`config.mk`:
```
export PLATFORM = sky130hd
export DESIGN_NAME = lookup_slot_seq
export DESIGN_NICKNAME = d
export VERILOG_FILES = /design/src/rtl/lkseq_pkg.sv /design/src/rtl/slot_timer.sv /design/src/rtl/lookup_engine.sv /design/src/rtl/share_monitor.sv /design/src/rtl/lookup_slot_seq.sv
export SDC_FILE = /design/constraint.sdc
export NUM_CORES = 1
export LEC_CHECK = 0
export ABC_CLOCK_PERIOD_IN_PS = 1620
export BUFFER_PORTS_ARGS = -buffer_cell sky130_fd_sc_hd__buf_2
export CAP_MARGIN = 20
export CORE_MARGIN = 2
export CORE_UTILIZATION = 40
export DETAILED_ROUTE_END_ITERATION = 10
export PLACE_DENSITY = 0.78
export REMOVE_ABC_BUFFERS = 1
export SYNTH_ARGS = -nofsm -noshare
export SYNTH_HDL_FRONTEND = slang
export SYNTH_HIERARCHICAL = 1
export SYNTH_SLANG_ARGS = --single-unit
export TNS_END_PERCENT = 30
```
`constraint.sdc`:
```
create_clock -name clk -period 1.62 [get_ports clk]
set_input_delay 0.162 -clock clk [delete_from_list [all_inputs] [get_ports clk]]
set_output_delay 0.162 -clock clk [all_outputs]
set_load 0.01 [all_outputs]
```
`src/rtl/lkseq_pkg.sv`:
```
package lkseq_pkg;

    typedef enum logic [2:0] {
        ST_IDLE    = 3'd0,
        ST_QUEUED  = 3'd1,
        ST_CAMLOAD = 3'd2,
        ST_LAT_A   = 3'd3,
        ST_LAT_B   = 3'd4,
        ST_COMPUTE = 3'd5
    } eng_st_e;

    localparam int unsigned ST_BITS = 3;

    // Decision taken when a new packet is wanted: load now or queue.
    function automatic eng_st_e claim_cam(logic busy);
        return busy ? ST_QUEUED : ST_CAMLOAD;
    endfunction

    // Next state of one engine, valid only on that engine's turn.
    function automatic eng_st_e step_state(eng_st_e s, logic pkt, logic done, logic busy);
        eng_st_e n;
        case (s)
            ST_IDLE:    n = pkt ? claim_cam(busy) : ST_IDLE;
            ST_QUEUED:  n = claim_cam(busy);
            ST_CAMLOAD: n = ST_LAT_A;
            ST_LAT_A:   n = ST_LAT_B;
            ST_LAT_B:   n = ST_COMPUTE;
            ST_COMPUTE: begin
                if (!done)
                    n = ST_COMPUTE;
                else if (!pkt)
                    n = ST_IDLE;
                else
                    n = claim_cam(busy);
            end
            default:    n = ST_IDLE;
        endcase
        return n;
    endfunction

    // SRAM access happens on the turn spent in LAT_B and on the final compute step.
    function automatic logic sram_turn(eng_st_e s, logic done);
        return (s == ST_LAT_B) || ((s == ST_COMPUTE) && done);
    endfunction

endpackage

```
`src/rtl/slot_timer.sv`:
```
module slot_timer
    import lkseq_pkg::*;
#(
    parameter int unsigned N_ENG  = 4,
    parameter int unsigned SLOT_W = 2
) (
    input  logic              clk,
    input  logic              rst,
    output logic [SLOT_W-1:0] slot
);
    localparam logic [SLOT_W-1:0] LAST = SLOT_W'(N_ENG - 1);

    always_ff @(posedge clk) begin
        if (rst)
            slot <= '0;
        else if (slot == LAST)
            slot <= '0;
        else
            slot <= slot + 1'b1;
    end

    AST_SLOT_STEP: assert property (@(posedge clk) disable iff (rst)
        !rst |=> slot == (($past(slot) == LAST) ? '0 : $past(slot) + 1'b1));

endmodule

```
`src/rtl/lookup_engine.sv`:
```
module lookup_engine
    import lkseq_pkg::*;
#(
    parameter int unsigned N_ENG  = 4,
    parameter int unsigned SLOT_W = 2,
    parameter int unsigned ENG_ID = 0
) (
    input  logic              clk,
    input  logic              rst,
    input  logic [SLOT_W-1:0] slot,
    input  logic              pkt_avail,
    input  logic              comp_done,
    input  logic              cam_busy,
    output logic [2:0]        state_code,
    output logic              cam_load,
    output logic              sram_use
);
    localparam int unsigned WAIT_LIMIT = (N_ENG - 1) * N_ENG;
    localparam int unsigned WCNT_W     = $clog2(WAIT_LIMIT + 2);

    eng_st_e st_q;
    eng_st_e st_d;
    logic    my_turn;

    assign my_turn = (slot == SLOT_W'(ENG_ID));

    always_comb begin
        st_d = st_q;
        if (my_turn)
            st_d = step_state(st_q, pkt_avail, comp_done, cam_busy);
    end

    always_ff @(posedge clk) begin
        if (rst)
            st_q <= ST_IDLE;
        else
            st_q <= st_d;
    end

    assign state_code = st_q;
    assign cam_load   = (st_q == ST_CAMLOAD);
    assign sram_use   = my_turn && sram_turn(st_q, comp_done);

    // Consecutive cycles already spent in QUEUED.
    logic [WCNT_W-1:0] qcnt;
    always_ff @(posedge clk) begin
        if (rst || st_q != ST_QUEUED)
            qcnt <= '0;
        else if (qcnt != {WCNT_W{1'b1}})
            qcnt <= qcnt + 1'b1;
    end

    AST_SLOT_HOLD: assert property (@(posedge clk) disable iff (rst)
        !my_turn |=> $stable(state_code));
    AST_QUEUE_GRANT: assert property (@(posedge clk) disable iff (rst)
        (my_turn && st_q == ST_QUEUED && !cam_busy) |=> state_code == 3'd2);
    AST_LOAD_CHAIN: assert property (@(posedge clk) disable iff (rst)
        (my_turn && st_q == ST_CAMLOAD) |=> state_code == 3'd3);
    AST_WAIT_BOUND: assert property (@(posedge clk) disable iff (rst)
        (st_q == ST_QUEUED) |-> (qcnt < WCNT_W'(WAIT_LIMIT)));

endmodule

```
`src/rtl/share_monitor.sv`:
```
module share_monitor
    import lkseq_pkg::*;
#(
    parameter int unsigned N_ENG = 4
) (
    input  logic                     clk,
    input  logic                     rst,
    input  logic [N_ENG*ST_BITS-1:0] states,
    input  logic [N_ENG-1:0]         cam_load,
    input  logic [N_ENG-1:0]         sram_use,
    output logic                     cam_busy
);
    logic [N_ENG-1:0] in_load;

    for (genvar k = 0; k < N_ENG; k++) begin : g_dec
        assign in_load[k] = (eng_st_e'(states[k*ST_BITS +: ST_BITS]) == ST_CAMLOAD);
    end

    assign cam_busy = |in_load;

    AST_CAM_EXCL: assert property (@(posedge clk) disable iff (rst)
        $onehot0(cam_load));
    AST_BUSY_MATCH: assert property (@(posedge clk) disable iff (rst)
        cam_busy == (cam_load != '0));
    AST_SRAM_EXCL: assert property (@(posedge clk) disable iff (rst)
        $onehot0(sram_use));

endmodule

```
`src/rtl/lookup_slot_seq.sv`:
```
module lookup_slot_seq
    import lkseq_pkg::*;
#(
    parameter int unsigned N_ENG  = 4,
    localparam int unsigned SLOT_W = (N_ENG > 1) ? $clog2(N_ENG) : 1
) (
    input  logic                     clk,
    input  logic                     rst,
    input  logic [N_ENG-1:0]         pkt_avail,
    input  logic [N_ENG-1:0]         comp_done,
    output logic [SLOT_W-1:0]        cur_slot,
    output logic [N_ENG*ST_BITS-1:0] eng_state,
    output logic                     cam_busy,
    output logic [N_ENG-1:0]         cam_load,
    output logic [N_ENG-1:0]         sram_use
);
    slot_timer #(.N_ENG(N_ENG), .SLOT_W(SLOT_W)) u_timer (
        .clk  (clk),
        .rst  (rst),
        .slot (cur_slot)
    );

    for (genvar k = 0; k < N_ENG; k++) begin : g_eng
        lookup_engine #(.N_ENG(N_ENG), .SLOT_W(SLOT_W), .ENG_ID(k)) u_eng (
            .clk        (clk),
            .rst        (rst),
            .slot       (cur_slot),
            .pkt_avail  (pkt_avail[k]),
            .comp_done  (comp_done[k]),
            .cam_busy   (cam_busy),
            .state_code (eng_state[k*ST_BITS +: ST_BITS]),
            .cam_load   (cam_load[k]),
            .sram_use   (sram_use[k])
        );
    end

    share_monitor #(.N_ENG(N_ENG)) u_mon (
        .clk      (clk),
        .rst      (rst),
        .states   (eng_state),
        .cam_load (cam_load),
        .sram_use (sram_use),
        .cam_busy (cam_busy)
    );

endmodule

```
### After elaboration in Yosys (flattened, before gate mapping)

Cells that the tools add are included.

* input bits: 10
* output and inout bits: 23
* word-level logic and storage cells: 61
* register bits: 14

* add/sub/neg operators: 1
* equal/unequal tests: 23
* multiplexer cells: 13
* reductions and logical operators: 19

Operators with widths (count)
* $pmux W3 S6: 4
* $eq A3 B2 Y1 const B: 8
* $eq A3 B3 Y1 const B: 8
* $mux W3: 8
* $eq A3 B1 Y1 const B: 4
* $logic_not A3 Y1: 4
* $logic_and A1 B1 Y1: 8
* $eq A2 B2 Y1 const B: 2
* $logic_or A1 B1 Y1: 4
* $reduce_or A4 Y1: 1
* $add A2 B1 Y2 const B: 1
* $eq A2 B1 Y1 const B: 1
* $logic_not A2 Y1: 1
* $mux W2: 1
* $reduce_or A2 Y1: 1

### Logic depth before layout (Yosys ltp)

* depth in word-level cells: 6
* mapped depth: 6
* mapped depth without buffers: 6

### Modules after synthesis

The synthesis kept the hierarchy.

By module, submodules not included
* lookup_engine (g_eng[1].u_eng ...): area each 197.7 um^2, cells an instance 23, sequential area each 60.1 um^2, times used 2
* lookup_engine (g_eng[0].u_eng ...): area each 195.2 um^2, cells an instance 23, sequential area each 60.1 um^2, times used 2
* slot_timer: area each 75.1 um^2, cells an instance 5, sequential area each 40.0 um^2, times used 1
* share_monitor: area each 33.8 um^2, cells an instance 7, sequential area each 0.0 um^2, times used 1

### Least setup slack after synthesis

No wires, ideal clock.

* kind: reg-to-reg
* start: reg g_eng[3].u_eng.st_q[0]
* end: reg g_eng[0].u_eng.st_q[1]
* data arrival time: 1.420 ns
* required time: 1.550 ns
* stages on the path, launching flop included: 6
* library setup time: 0.070 ns
* path buffers: 0
* setup slack: 0.130 ns
* clock period less this slack: 1.490 ns
* path through: dfxtp_1 > nor2_1 > a22oi_1 > nand2_1 > a2111o_1 > a21oi_1

* word-level cells in the longest chain between the ends: 6

Ends and longest elaborated chain
* from (decl): line lookup_engine.sv:21 `eng_st_e st_q;`
* from (signal assigned): line lookup_engine.sv:37 `st_q <= st_d;`
* $eq A3 B2 Y1 (*): line share_monitor.sv:16 `assign in_load[k] = (eng_st_e'(states[k*ST_BITS +: ST_BITS]) == ST_CAMLOAD);`
* $reduce_or A4 Y1 (*): line share_monitor.sv:19 `assign cam_busy = |in_load;`
* via cam_busy: line lookup_slot_seq.sv:13 `output logic cam_busy,`
* $mux W2 (*): line lkseq_pkg.sv:16 `return busy ? ST_QUEUED : ST_CAMLOAD;`
* $mux W3: line lkseq_pkg.sv:23, lkseq_pkg.sv:31
* $mux W3: line lkseq_pkg.sv:29 `if (!done)`
* $pmux W3 S6 (*): line lkseq_pkg.sv:22 `case (s)`
* to (signal assigned): line lookup_engine.sv:37
* to (decl): line lookup_engine.sv:21

The timed path passes the listed nets; every way through them passes the cells marked *.
A chain may end at the register's enable or synchronous reset.

### Worst setup path in the final report

* start: reg u_timer.slot[0]
* end: out sram_use[0]

* word-level cells in the longest chain between the ends: 2

Ends and longest elaborated chain
* from (decl): line slot_timer.sv:9 `output logic [SLOT_W-1:0] slot`
* from (signal assigned): line slot_timer.sv:19 `slot <= slot + 1'b1;`
* $logic_not A2 Y1: line lookup_engine.sv:25 `assign my_turn = (slot == SLOT_W'(ENG_ID));`
* $logic_and A1 B1 Y1: line lookup_engine.sv:42 `assign sram_use = my_turn && sram_turn(st_q, comp_done);`
* to (decl): line lookup_slot_seq.sv:15 `output logic [N_ENG-1:0] sram_use`

No other way between the ends.

==> flow_summary.json <==
{
  "ioPinCount": 33,
  "fin_area_um2": 1220,
  "synthSimpleGateAreaFrac_pct": 37.62,
  "powerDensity_nw_per_um2": 1184,
  "dr.first_iter.drc_count": 15,
  "yosysTopAreaCell": "dfxtp_1",
  "htreeDepth": 1,
  "synthXorXnorAreaFrac_pct": 0,
  "cts_buffer_depth": 2,
  "grt_max_degree": 15,
  "detail-route-antenna-nets": 0,
  "fin_util_pct": 56.23,
  "drive_above_1_share_pct": 41.72,
  "cp_max_fo": 6,
  "cap_violations": 0,
  "die_w_um": 51.29,
  "fmax_ghz": 0.6610,
  "numCtsBuffers": 3,
  "tns_ns": 0,
  "die_y_um": 51.29,
  "ys_seq_elements": 14,
  "drc_errors": 0,
  "place_area_um2": 1180,
  "worstSetupEndpointType": "output port",
  "fin_crit_sh_pct": 93.39,
  "synth_top_family_by_area": "simple AND/OR/NAND/NOR gates",
  "rows": 17,
  "synthAdderAreaFrac_pct": 1.399,
  "crit_required_ns": 1.46,
  "area_delta_synth_final_pct": 36.36,
  "worstReg2RegStart": "g_eng[0].u_eng/state_code[2]$_SDFFE_PP0P_",
  "p_sw_share_pct": 41.40,
  "antenna_found_initial": 0,
  "seq_area_frac_synth_pct": 31.33,
  "synth_ff_type": "dfxtp_1",
  "setup_violations": 0,
  "grt_overflow_total": 0,
  "layout_setup_ws_ns": 0.1071,
  "synth_area_leaders": "dfxtp_1 (31%), a21oi_1 (11%), nor2b_1 (9.8%)",
  "hp-class": "in -> reg",
  "synth.top_cell.area_share_pct": 31.33,
  "rr_endpoint": "g_eng[2].u_eng/state_code[1]$_SDFFE_PP0P_",
  "r2r_slack_ns": 0.18,
  "status": "complete, no violations",
  "crit_type": "reg -> out",
  "vias": 1028,
  "dp_slack_ns": 0.1061,
  "synth.avg_cell_area_um2": 8.602,
  "cts_num_sinks": 14,
  "fin_nets": 164,
  "period_needed_ns": 1.513,
  "syn_area_um2": 894.6,
  "start_util_pct": 41.23,
  "drt-wirelength-per-cell_um": 13.82,
  "syn_inst": 104,
  "synthMuxAreaShare_pct": 0,
  "startpoint": "u_timer/slot[0]$_SDFF_PP0_",
  "postCtsHoldBufs": 0,
  "grt_pass1_vias": 943,
  "clock_latency_ns": 0.28,
  "cts_tree": "done",
  "synth_edf_count": 0,
  "clock_skew_ns": 0.01332,
  "min_path_cells": 2,
  "ir_drop_v": 0.0007836,
  "clkTransAtPathRegs_ns": 0.07,
  "n_antenna_cell": 0,
  "routed_wl_mm": 2.473,
  "seq_power_share_pct": 30.4,
  "p_sw_uw": 598.1,
  "min_to": "g_eng[0].u_eng/state_code[1]$_SDFFE_PP0P_",
  "grt_pass1_wl_mm": 3.946,
  "async_flop_share_pct": 0,
  "rsz0062_at_grt": "no",
  "place_congestion": 0.8297,
  "synthTopCellsByCount": "a21oi_1 (20), dfxtp_1 (14), nor2b_1 (14), nor2_1 (9), nor3b_2 (5)",
  "clkPwrFrac_pct": 13.6,
  "die_area_um2": 2631,
  "synth_compound_area_share_pct": 29.65,
  "intPower_uw": 846.4,
  "report.final.slew_viol_count": 0,
  "crit_arrival_ns": 1.35,
  "p_comb_share_pct": 56.0,
  "vias_per_cell": 5.743,
  "reg2regPathDepth": 5,
  "port_buffers": 32,
  "drt_first_pass_iters": 4,
  "synth_most_common_cell": "a21oi_1",
  "cp-start-kind": "register",
  "final_hold_viol_count": 0,
  "yosysWarnings": 6,
  "slew_headroom_pct": 79.54,
  "dp_hpwl_mm": 1.869,
  "hold_start": "rst",
  "gr-usage-all-layers_pct": 19.72,
  "worst_pin_slew_ns": 0.3069,
  "p_leak_nw": 0.5152,
  "postCtsSetupRepairBufs": 0,
  "synth_cell_types": 20,
  "cts_root_buffer": "clkbuf_4",
  "coreArea_um2": 2170
}
-- critical path, cell delays in order (launching register included) --
cell and delay [ns]:
dfxtp_2 0.35, or2_2 0.32, nor4b_2 0.23, buf_2 0.18
-- per-layer routing --
layer  track usage [%]  part of all wire (%)  vias to the layer above
met5                 0                     0                        -
met4             3.509                     0                        0
met2             37.01                    54                       29
met3             5.556                   5.0                        0
li1                  -                     -                      502
met1             22.18                    41                      497
-- metrics by stage --
step / std cells / hold slack [ns] / total power [mW]
global placement: 176 / 0.5294 / 1.209
global route: 179 / 0.2561 / 1.565
floorplan: 104 / 0.2311 / 0.9263
finish: 179 / 0.2615 / 1.444
detailed placement: 176 / 0.5432 / 1.241
CTS: 179 / 0.2479 / 1.446
-- area by class of cell --
cell class,count,area [um2]
clock buffer,3,22.52
fill,227,949.7
multi-input combinational,90,629.4
sequential,14,282.8
tap,28,35.03
timing repair buffer,44,250.2
-- power by group through the flow --
stage / sequential, mW / clock, mW / combinational, mW
3_5_place_dp: 0.446 / 0 / 0.795
5_1_grt: 0.445 / 0.215 / 0.904
2_1_floorplan: 0.544 / 0 / 0.383
6_report: 0.439 / 0.196 / 0.810
4_1_cts: 0.438 / 0.207 / 0.801
3_3_place_gp: 0.442 / 0 / 0.767
-- kinds of logic after synthesis --
group | after synthesis
AO/OA/AOI/OAI | 42
AND/OR/NAND/NOR | 47
adder cells (fa/ha/maj) | 1
flip-flops | 14
-- flip-flops by register name (all words and copies together) (netlist names) --
signal,count
g_eng.u_eng/state_code,12
u_timer/slot,2
-- placed cells by master, fill, tap and decap left out, drive strengths merged --
cell type  instances
a21oi             20
a22oi              2
nor4b              4
nand2b             2
a311oi             4
nand2              2
nand3              4
or2                1
o21ai              8
o21bai             4
nand4b             4
and2               1
nor3b              5
a2111o             4
clkbuf             3
buf               44
dfxtp             14
nor2b             14
nor2               9
ha                 1
nor3               1
-- worst max-delay path by stage --
stage	end	cells after the start
global placement	g_eng[2].u_eng/state_code[1]$_SDFFE_PP0P_	5
finish	sram_use[0]	3
global route	sram_use[3]	4
floorplan	g_eng[0].u_eng/state_code[1]$_SDFFE_PP0P_	5
CTS	cam_busy	4
detailed placement	g_eng[2].u_eng/state_code[1]$_SDFFE_PP0P_	5
-- what timing repair did --
action	in CTS	in global routing
resized for setup	1	4
gates cloned	0	0
endpoints found under the setup margin	1	8
pin swaps	0	0
No activity file was read; power rests on OpenSTA's default activity.
